$ cat src/rtl/gpio_fsel_pkg.sv
package gpio_fsel_pkg;

  localparam int unsigned FSEL_W = 4;
  localparam int unsigned BUS_W  = 32;

  localparam logic [FSEL_W-1:0] FS_INPUT  = 4'h0;
  localparam logic [FSEL_W-1:0] FS_OUTPUT = 4'h1;
  localparam logic [FSEL_W-1:0] FS_EXTINT = 4'hF;

  localparam logic [7:0] OFS_FSEL  = 8'h00;
  localparam logic [7:0] OFS_LEVEL = 8'h04;
  localparam logic [7:0] OFS_IMASK = 8'h08;

  typedef enum logic [1:0] {
    PM_IN  = 2'd0,
    PM_OUT = 2'd1,
    PM_ALT = 2'd2,
    PM_INT = 2'd3
  } pin_mode_e;

  function automatic pin_mode_e fsel_mode(input logic [FSEL_W-1:0] code);
    if (code == FS_INPUT)       return PM_IN;
    else if (code == FS_OUTPUT) return PM_OUT;
    else if (code == FS_EXTINT) return PM_INT;
    else                        return PM_ALT;
  endfunction

endpackage

$ cat src/rtl/gpio_sync2.sv
module gpio_sync2 #(
  parameter int unsigned WIDTH = 8
) (
  input  logic             clk,
  input  logic             rst,
  input  logic [WIDTH-1:0] async_in,
  output logic [WIDTH-1:0] sync_out
);

  logic [WIDTH-1:0] stage1_q;
  logic [WIDTH-1:0] stage2_q;

  always_ff @(posedge clk) begin
    if (rst) begin
      stage1_q <= '0;
      stage2_q <= '0;
    end else begin
      stage1_q <= async_in;
      stage2_q <= stage1_q;
    end
  end

  assign sync_out = stage2_q;

endmodule

$ cat src/rtl/gpio_fsel_regs.sv
module gpio_fsel_regs
  import gpio_fsel_pkg::*;
#(
  parameter int unsigned NUM_PINS = 8,
  parameter int unsigned ADDR_W   = 8
) (
  input  logic                       clk,
  input  logic                       rst,
  input  logic [ADDR_W-1:0]          reg_addr,
  input  logic                       reg_we,
  input  logic [BUS_W-1:0]           reg_wdata,
  input  logic [NUM_PINS-1:0]        pin_rd,
  output logic [FSEL_W*NUM_PINS-1:0] fsel_q,
  output logic [FSEL_W*NUM_PINS-1:0] fsel_d,
  output logic [NUM_PINS-1:0]        level_q,
  output logic [NUM_PINS-1:0]        level_d,
  output logic [NUM_PINS-1:0]        mask_q,
  output logic [BUS_W-1:0]           reg_rdata
);

  localparam int unsigned CFG_W = FSEL_W * NUM_PINS;

  logic hit_fsel, hit_level, hit_mask;
  logic [NUM_PINS-1:0] mask_d;
  logic [BUS_W-1:0]    rd_mux;

  assign hit_fsel  = (reg_addr == ADDR_W'(OFS_FSEL));
  assign hit_level = (reg_addr == ADDR_W'(OFS_LEVEL));
  assign hit_mask  = (reg_addr == ADDR_W'(OFS_IMASK));

  always_comb begin
    fsel_d  = fsel_q;
    level_d = level_q;
    mask_d  = mask_q;
    if (reg_we) begin
      if (hit_fsel)  fsel_d  = reg_wdata[CFG_W-1:0];
      if (hit_level) level_d = reg_wdata[NUM_PINS-1:0];
      if (hit_mask)  mask_d  = reg_wdata[NUM_PINS-1:0];
    end
  end

  always_comb begin
    rd_mux = '0;
    if (hit_fsel)       rd_mux = BUS_W'(fsel_q);
    else if (hit_level) rd_mux = BUS_W'(pin_rd);
    else if (hit_mask)  rd_mux = BUS_W'(mask_q);
  end

  always_ff @(posedge clk) begin
    if (rst) begin
      fsel_q    <= '0;
      level_q   <= '0;
      mask_q    <= '0;
      reg_rdata <= '0;
    end else begin
      fsel_q    <= fsel_d;
      level_q   <= level_d;
      mask_q    <= mask_d;
      reg_rdata <= rd_mux;
    end
  end

  // an undecoded offset in the previous cycle yields zero read data
  p_undecoded_zero_r10: assert property (@(posedge clk) disable iff (rst)
    ($past(reg_addr) != ADDR_W'(OFS_FSEL) && $past(reg_addr) != ADDR_W'(OFS_LEVEL) &&
     $past(reg_addr) != ADDR_W'(OFS_IMASK)) |-> (reg_rdata == '0));

endmodule

$ cat src/rtl/gpio_fsel_pin.sv
module gpio_fsel_pin
  import gpio_fsel_pkg::*;
(
  input  logic              clk,
  input  logic              rst,
  input  logic [FSEL_W-1:0] fsel_cur,
  input  logic [FSEL_W-1:0] fsel_nxt,
  input  logic              level_cur,
  input  logic              level_nxt,
  input  logic              alt_bit,
  input  logic              sync_lvl,
  output logic              pad_out_q,
  output logic              pad_oe_q,
  output logic              irq_src,
  output logic              rd_bit
);

  pin_mode_e mode_cur, mode_nxt;
  logic      out_nxt, oe_nxt;

  assign mode_cur = fsel_mode(fsel_cur);
  assign mode_nxt = fsel_mode(fsel_nxt);

  always_comb begin
    case (mode_nxt)
      PM_OUT:  begin oe_nxt = 1'b1; out_nxt = level_nxt; end
      PM_ALT:  begin oe_nxt = 1'b1; out_nxt = alt_bit;   end
      default: begin oe_nxt = 1'b0; out_nxt = level_nxt; end
    endcase
  end

  always_ff @(posedge clk) begin
    if (rst) begin
      pad_out_q <= 1'b0;
      pad_oe_q  <= 1'b0;
    end else begin
      pad_out_q <= out_nxt;
      pad_oe_q  <= oe_nxt;
    end
  end

  assign irq_src = (mode_cur == PM_INT) && sync_lvl;
  assign rd_bit  = (mode_cur == PM_OUT) ? level_cur : sync_lvl;

  // an input-mode pin never drives its pad
  p_input_no_drive_r3: assert property (@(posedge clk) disable iff (rst)
    (fsel_cur == FS_INPUT) |-> !pad_oe_q);

  // an interrupt-mode pin never drives its pad
  p_extint_no_drive_r6: assert property (@(posedge clk) disable iff (rst)
    (fsel_cur == FS_EXTINT) |-> !pad_oe_q);

  // an output pin drives the stored level
  p_output_drives_level_r4: assert property (@(posedge clk) disable iff (rst)
    (fsel_cur == FS_OUTPUT) |-> (pad_oe_q && pad_out_q == level_cur));

  // the first enabled cycle of an output pin carries the current level
  p_first_cycle_fresh_r7: assert property (@(posedge clk) disable iff (rst)
    ($rose(pad_oe_q) && fsel_cur == FS_OUTPUT) |-> (pad_out_q == level_cur));

endmodule

$ cat src/rtl/gpio_fsel_bank.sv
module gpio_fsel_bank
  import gpio_fsel_pkg::*;
#(
  parameter int unsigned NUM_PINS = 8,
  parameter int unsigned ADDR_W   = 8
) (
  input  logic                clk,
  input  logic                rst,
  input  logic [ADDR_W-1:0]   reg_addr,
  input  logic                reg_we,
  input  logic [31:0]         reg_wdata,
  output logic [31:0]         reg_rdata,
  input  logic [NUM_PINS-1:0] pad_in,
  output logic [NUM_PINS-1:0] pad_out,
  output logic [NUM_PINS-1:0] pad_oe,
  input  logic [NUM_PINS-1:0] alt_tx,
  output logic [NUM_PINS-1:0] alt_rx,
  output logic                irq
);

  localparam int unsigned CFG_W = FSEL_W * NUM_PINS;

  logic [CFG_W-1:0]    fsel_q, fsel_d;
  logic [NUM_PINS-1:0] level_q, level_d, mask_q;
  logic [NUM_PINS-1:0] sync_lvl, pin_rd, irq_src;
  logic                irq_q;

  gpio_sync2 #(.WIDTH(NUM_PINS)) u_sync (
    .clk      (clk),
    .rst      (rst),
    .async_in (pad_in),
    .sync_out (sync_lvl)
  );

  gpio_fsel_regs #(.NUM_PINS(NUM_PINS), .ADDR_W(ADDR_W)) u_regs (
    .clk       (clk),
    .rst       (rst),
    .reg_addr  (reg_addr),
    .reg_we    (reg_we),
    .reg_wdata (reg_wdata),
    .pin_rd    (pin_rd),
    .fsel_q    (fsel_q),
    .fsel_d    (fsel_d),
    .level_q   (level_q),
    .level_d   (level_d),
    .mask_q    (mask_q),
    .reg_rdata (reg_rdata)
  );

  for (genvar p = 0; p < NUM_PINS; p++) begin : g_pin
    gpio_fsel_pin u_pin (
      .clk       (clk),
      .rst       (rst),
      .fsel_cur  (fsel_q[FSEL_W*p +: FSEL_W]),
      .fsel_nxt  (fsel_d[FSEL_W*p +: FSEL_W]),
      .level_cur (level_q[p]),
      .level_nxt (level_d[p]),
      .alt_bit   (alt_tx[p]),
      .sync_lvl  (sync_lvl[p]),
      .pad_out_q (pad_out[p]),
      .pad_oe_q  (pad_oe[p]),
      .irq_src   (irq_src[p]),
      .rd_bit    (pin_rd[p])
    );
  end

  always_ff @(posedge clk) begin
    if (rst) irq_q <= 1'b0;
    else     irq_q <= |(irq_src & mask_q);
  end

  assign irq    = irq_q;
  assign alt_rx = sync_lvl;

  // a fully cleared mask one cycle earlier forbids an interrupt
  p_masked_quiet_r8: assert property (@(posedge clk) disable iff (rst)
    ($past(mask_q) == '0) |-> !irq);

  // no interrupt without a high synchronised pin the cycle before
  p_irq_needs_level_r8: assert property (@(posedge clk) disable iff (rst)
    irq |-> ($past(sync_lvl) != '0));

endmodule

$ cat config.mk
export PLATFORM = sky130hd
export DESIGN_NAME = gpio_fsel_bank
export DESIGN_NICKNAME = d
export VERILOG_FILES = /design/src/rtl/gpio_fsel_pkg.sv /design/src/rtl/gpio_sync2.sv /design/src/rtl/gpio_fsel_regs.sv /design/src/rtl/gpio_fsel_pin.sv /design/src/rtl/gpio_fsel_bank.sv
export SDC_FILE = /design/constraint.sdc
export NUM_CORES = 1
export LEC_CHECK = 0
export ABC_AREA = 0
export BUFFER_PORTS_ARGS = -buffer_cell sky130_fd_sc_hd__buf_2
export CAP_MARGIN = 10
export CORE_MARGIN = 1.5
export CORE_UTILIZATION = 43
export DETAILED_ROUTE_END_ITERATION = 6
export GPL_ROUTABILITY_DRIVEN = 0
export GPL_TIMING_DRIVEN = 0
export PLACE_DENSITY = 0.72
export SETUP_SLACK_MARGIN = 0.15
export SKIP_LAST_GASP = 1
export SLEW_MARGIN = 20
export SYNTH_ARGS = -nofsm -noshare
export SYNTH_HDL_FRONTEND = slang
export SYNTH_SLANG_ARGS = --single-unit
$ cat constraint.sdc
create_clock -name clk -period 2.54 [get_ports clk]
set_input_delay 0.762 -clock clk [delete_from_list [all_inputs] [get_ports clk]]
set_output_delay 0.762 -clock clk [all_outputs]
set_load 0.1 [all_outputs]
==> impl_metrics.json <==
{
  "r2r-end": "g_pin[4].u_pin.pad_out_q$_SDFF_PP0_",
  "syn_nets": 591,
  "drc": 0,
  "first_global_vias": 4030,
  "worstSetupStartpointType": "input pin",
  "status": "finished, final reports clean",
  "worstHoldStart": "u_sync.stage1_q[2]$_SDFF_PP0_",
  "async_flop_share": 0,
  "worstRegToRegCells": 8,
  "antenna_cells": 0,
  "ys_ff_latch": 113,
  "yosysUniqueCellTypes": 32,
  "tightest_slew_ns": 0.8135,
  "path_class": "in -> reg",
  "hold_end": "u_sync.sync_out[2]$_SDFF_PP0_",
  "hpwl_um": 8873,
  "synth.avg_cell_area_sq_um": 8.806,
  "ir_worst_vdd_mv": 0.3685,
  "yosysWarnings": 0,
  "rows": 37,
  "p_per_area_nw_per_um2": 747.8,
  "period_share": 0.9142,
  "antenna_found_initial": 0,
  "cts_root_buf": "clkbuf_8",
  "setup_viol": 0,
  "finalInstanceArea_sq_um": 6032,
  "syn_inst": 524,
  "post_drt_wl_per_cell_um": 15.84,
  "cellLeakagePower_nw": 2.622,
  "layout_commonest_cell": "buf_2",
  "rsz0062_at_grt": "yes",
  "startpoint": "reg_addr[5]",
  "drive_gt1_frac": 0.2846,
  "grt_max_degree": 17,
  "numCtsBuffers": 17,
  "grt_overflow": 0,
  "grt_pass1_wl_um": 19710,
  "finClkSkew_ns": 0.005489,
  "cts_sinks": 113,
  "core-area_sq_um": 10370,
  "max_cap_violations": 0,
  "holdCritPathClass": "reg -> reg",
  "end_kind": "register",
  "hold_viol_final": 0,
  "reg2reg_from": "u_regs.fsel_q[17]$_SDFF_PP0_",
  "worstPathArrival_ns": 2.74,
  "layout_common_cells": "117 x buf_2, 113 x dfxtp_1, 80 x nand2_1, 54 x nor2_1, 41 x a21oi_1",
  "hold_path_depth": 1,
  "tritoncts": "done",
  "cts.reportedPaths.clkPinSlew_ns": 0.06,
  "r2r_setup_slack_ns": 0.91,
  "vias_per_cell": 5.203,
  "dr.pass1.iters": 7,
  "yosysSeqAreaShare": 0.4902,
  "fp.dieW_um": 106.6,
  "dpl-instance-area_sq_um": 5373,
  "wl_um": 12780,
  "drv_slew": 0,
  "crit_path_max_fanout": 10,
  "initial_core_util": 0.4450,
  "fmax_mhz": 430.7,
  "dieHeight_um": 106.6,
  "cp_data_required_time_ns": 2.96,
  "num_io_pins": 116,
  "clockBufferDepth": 2,
  "finalCriticalPeriod_ns": 2.322,
  "vias": 4199,
  "clock_latency_ns": 0.53,
  "slew_headroom": 0.4531,
  "drt-initial-drc-count": 377,
  "die_area_sq_um": 11360,
  "grt.total_usage": 0.2300,
  "utilization": 0.5817,
  "synth_edf_count": 0,
  "synth_ff_type": "dfxtp_1",
  "total_power_w": 0.004511,
  "synth_area_sq_um": 4614,
  "ant_nets": 0,
  "fin_nets": 725,
  "cts_max_level": 4,
  "port_buffers": 115,
  "area_delta_synth_final_pct": 30.72
}
critical path: stages:
cell      delay, ns
buf_2          0.12
nor4_4         0.38
nand3_1        0.17
clkbuf_2       0.25
buf_2          0.26
nor2_1         0.13
a21oi_1        0.05
ha_1           0.20
inv_1          0.09
nor2_1         0.06
a211oi_2       0.27
stage by stage:
stage	TNS [ns]	std cells	hold WS, ns	setup WS [ns]
2_1_floorplan	0	524	0.4138	0.1860
3_3_place_gp	-8.491	775	0.4155	-0.5583
3_5_place_dp	-6.215	775	0.4239	-0.5907
4_1_cts	0	807	0.4264	0.1866
5_1_grt	0	807	0.4407	0.1136
6_report	0	807	0.4330	0.2180
cells in the mapped netlist (10+ instances only):
| library cell | number | share of area |
|---|---|---|
| dfxtp_1 | 113 | 0.49 |
| buf_4 | 24 | 0.039 |
| mux2i_1 | 31 | 0.067 |
| and2_1 | 24 | 0.033 |
| a31oi_1 | 10 | 0.014 |
| clkbuf_1 | 15 | 0.012 |
| nor2_1 | 54 | 0.044 |
| a21oi_1 | 41 | 0.044 |
| nor2b_1 | 17 | 0.023 |
| nand2_1 | 80 | 0.065 |
state kept, by name, summed over array words and instances, names as in the netlist:
register               count
u_regs.fsel_q             32
u_regs.reg_rdata          32
g_pin.u_pin.pad_oe_q       8
g_pin.u_pin.pad_out_q      8
u_regs.level_q             8
u_regs.mask_q              8
u_sync.stage1_q            8
u_sync.sync_out            8
irq                        1
how the worst max path moves through the flow:
stage / endpoint / slack [ns] / cells after the start
after floorplan: g_pin[4].u_pin.pad_out_q$_SDFF_PP0_ / 0.19 / 10
after global placement: g_pin[4].u_pin.pad_out_q$_SDFF_PP0_ / -0.56 / 11
after detailed placement: g_pin[4].u_pin.pad_out_q$_SDFF_PP0_ / -0.59 / 11
after CTS: g_pin[4].u_pin.pad_out_q$_SDFF_PP0_ / 0.19 / 11
after global routing: g_pin[4].u_pin.pad_out_q$_SDFF_PP0_ / 0.11 / 11
final: g_pin[4].u_pin.pad_out_q$_SDFF_PP0_ / 0.22 / 11
per-layer routing:
metal | vias to the layer above | global-route usage | part of all wire
li1 | 2033 | - | -
met1 | 1933 | 0.2746 | 0.42
met2 | 191 | 0.3626 | 0.46
met3 | 42 | 0.06505 | 0.074
met4 | 0 | 0.1476 | 0.039
met5 | - | 0 | 0
logic make-up (layout without fill, tap and decap cells):
kind of cell               Yosys count  after routing  synth area share
muxes                               31             31           0.06725
AOI/OAI and AO/OA                   76             76           0.09246
buffers and inverters               55            202           0.06507
adders and majority gates            8              8           0.02169
DFF                                113            113            0.4902
and+or+nand+nor                    241            241            0.2633
layout make-up:
type	count	area, sq um
Fill cell	920	4338
Sequential cell	113	2262
Multi-Input combinational cell	356	2078
Timing Repair Buffer	115	575.6
Clock buffer	20	455.4
Buffer	47	279.0
Clock inverter	12	181.4
Tap cell	136	170.2
Inverter	8	30.03
where the power goes:
part / total (W) / switching [W] / internal, W / leakage [nW]
sequential: 0.00180 / 0.00000895 / 0.00179 / 0.913
clock: 0.00250 / 0.000830 / 0.00167 / 0.299
combinational: 0.000213 / 0.000142 / 0.0000707 / 1.41
what timing repair did:
action	CTS	global route
setup endpoints to repair	8	2
hold buffers	0	0
resized for setup	5	3
buffers inserted	0	0
gates cloned	0	0
Note: power is estimated with default switching activity, not from simulation.
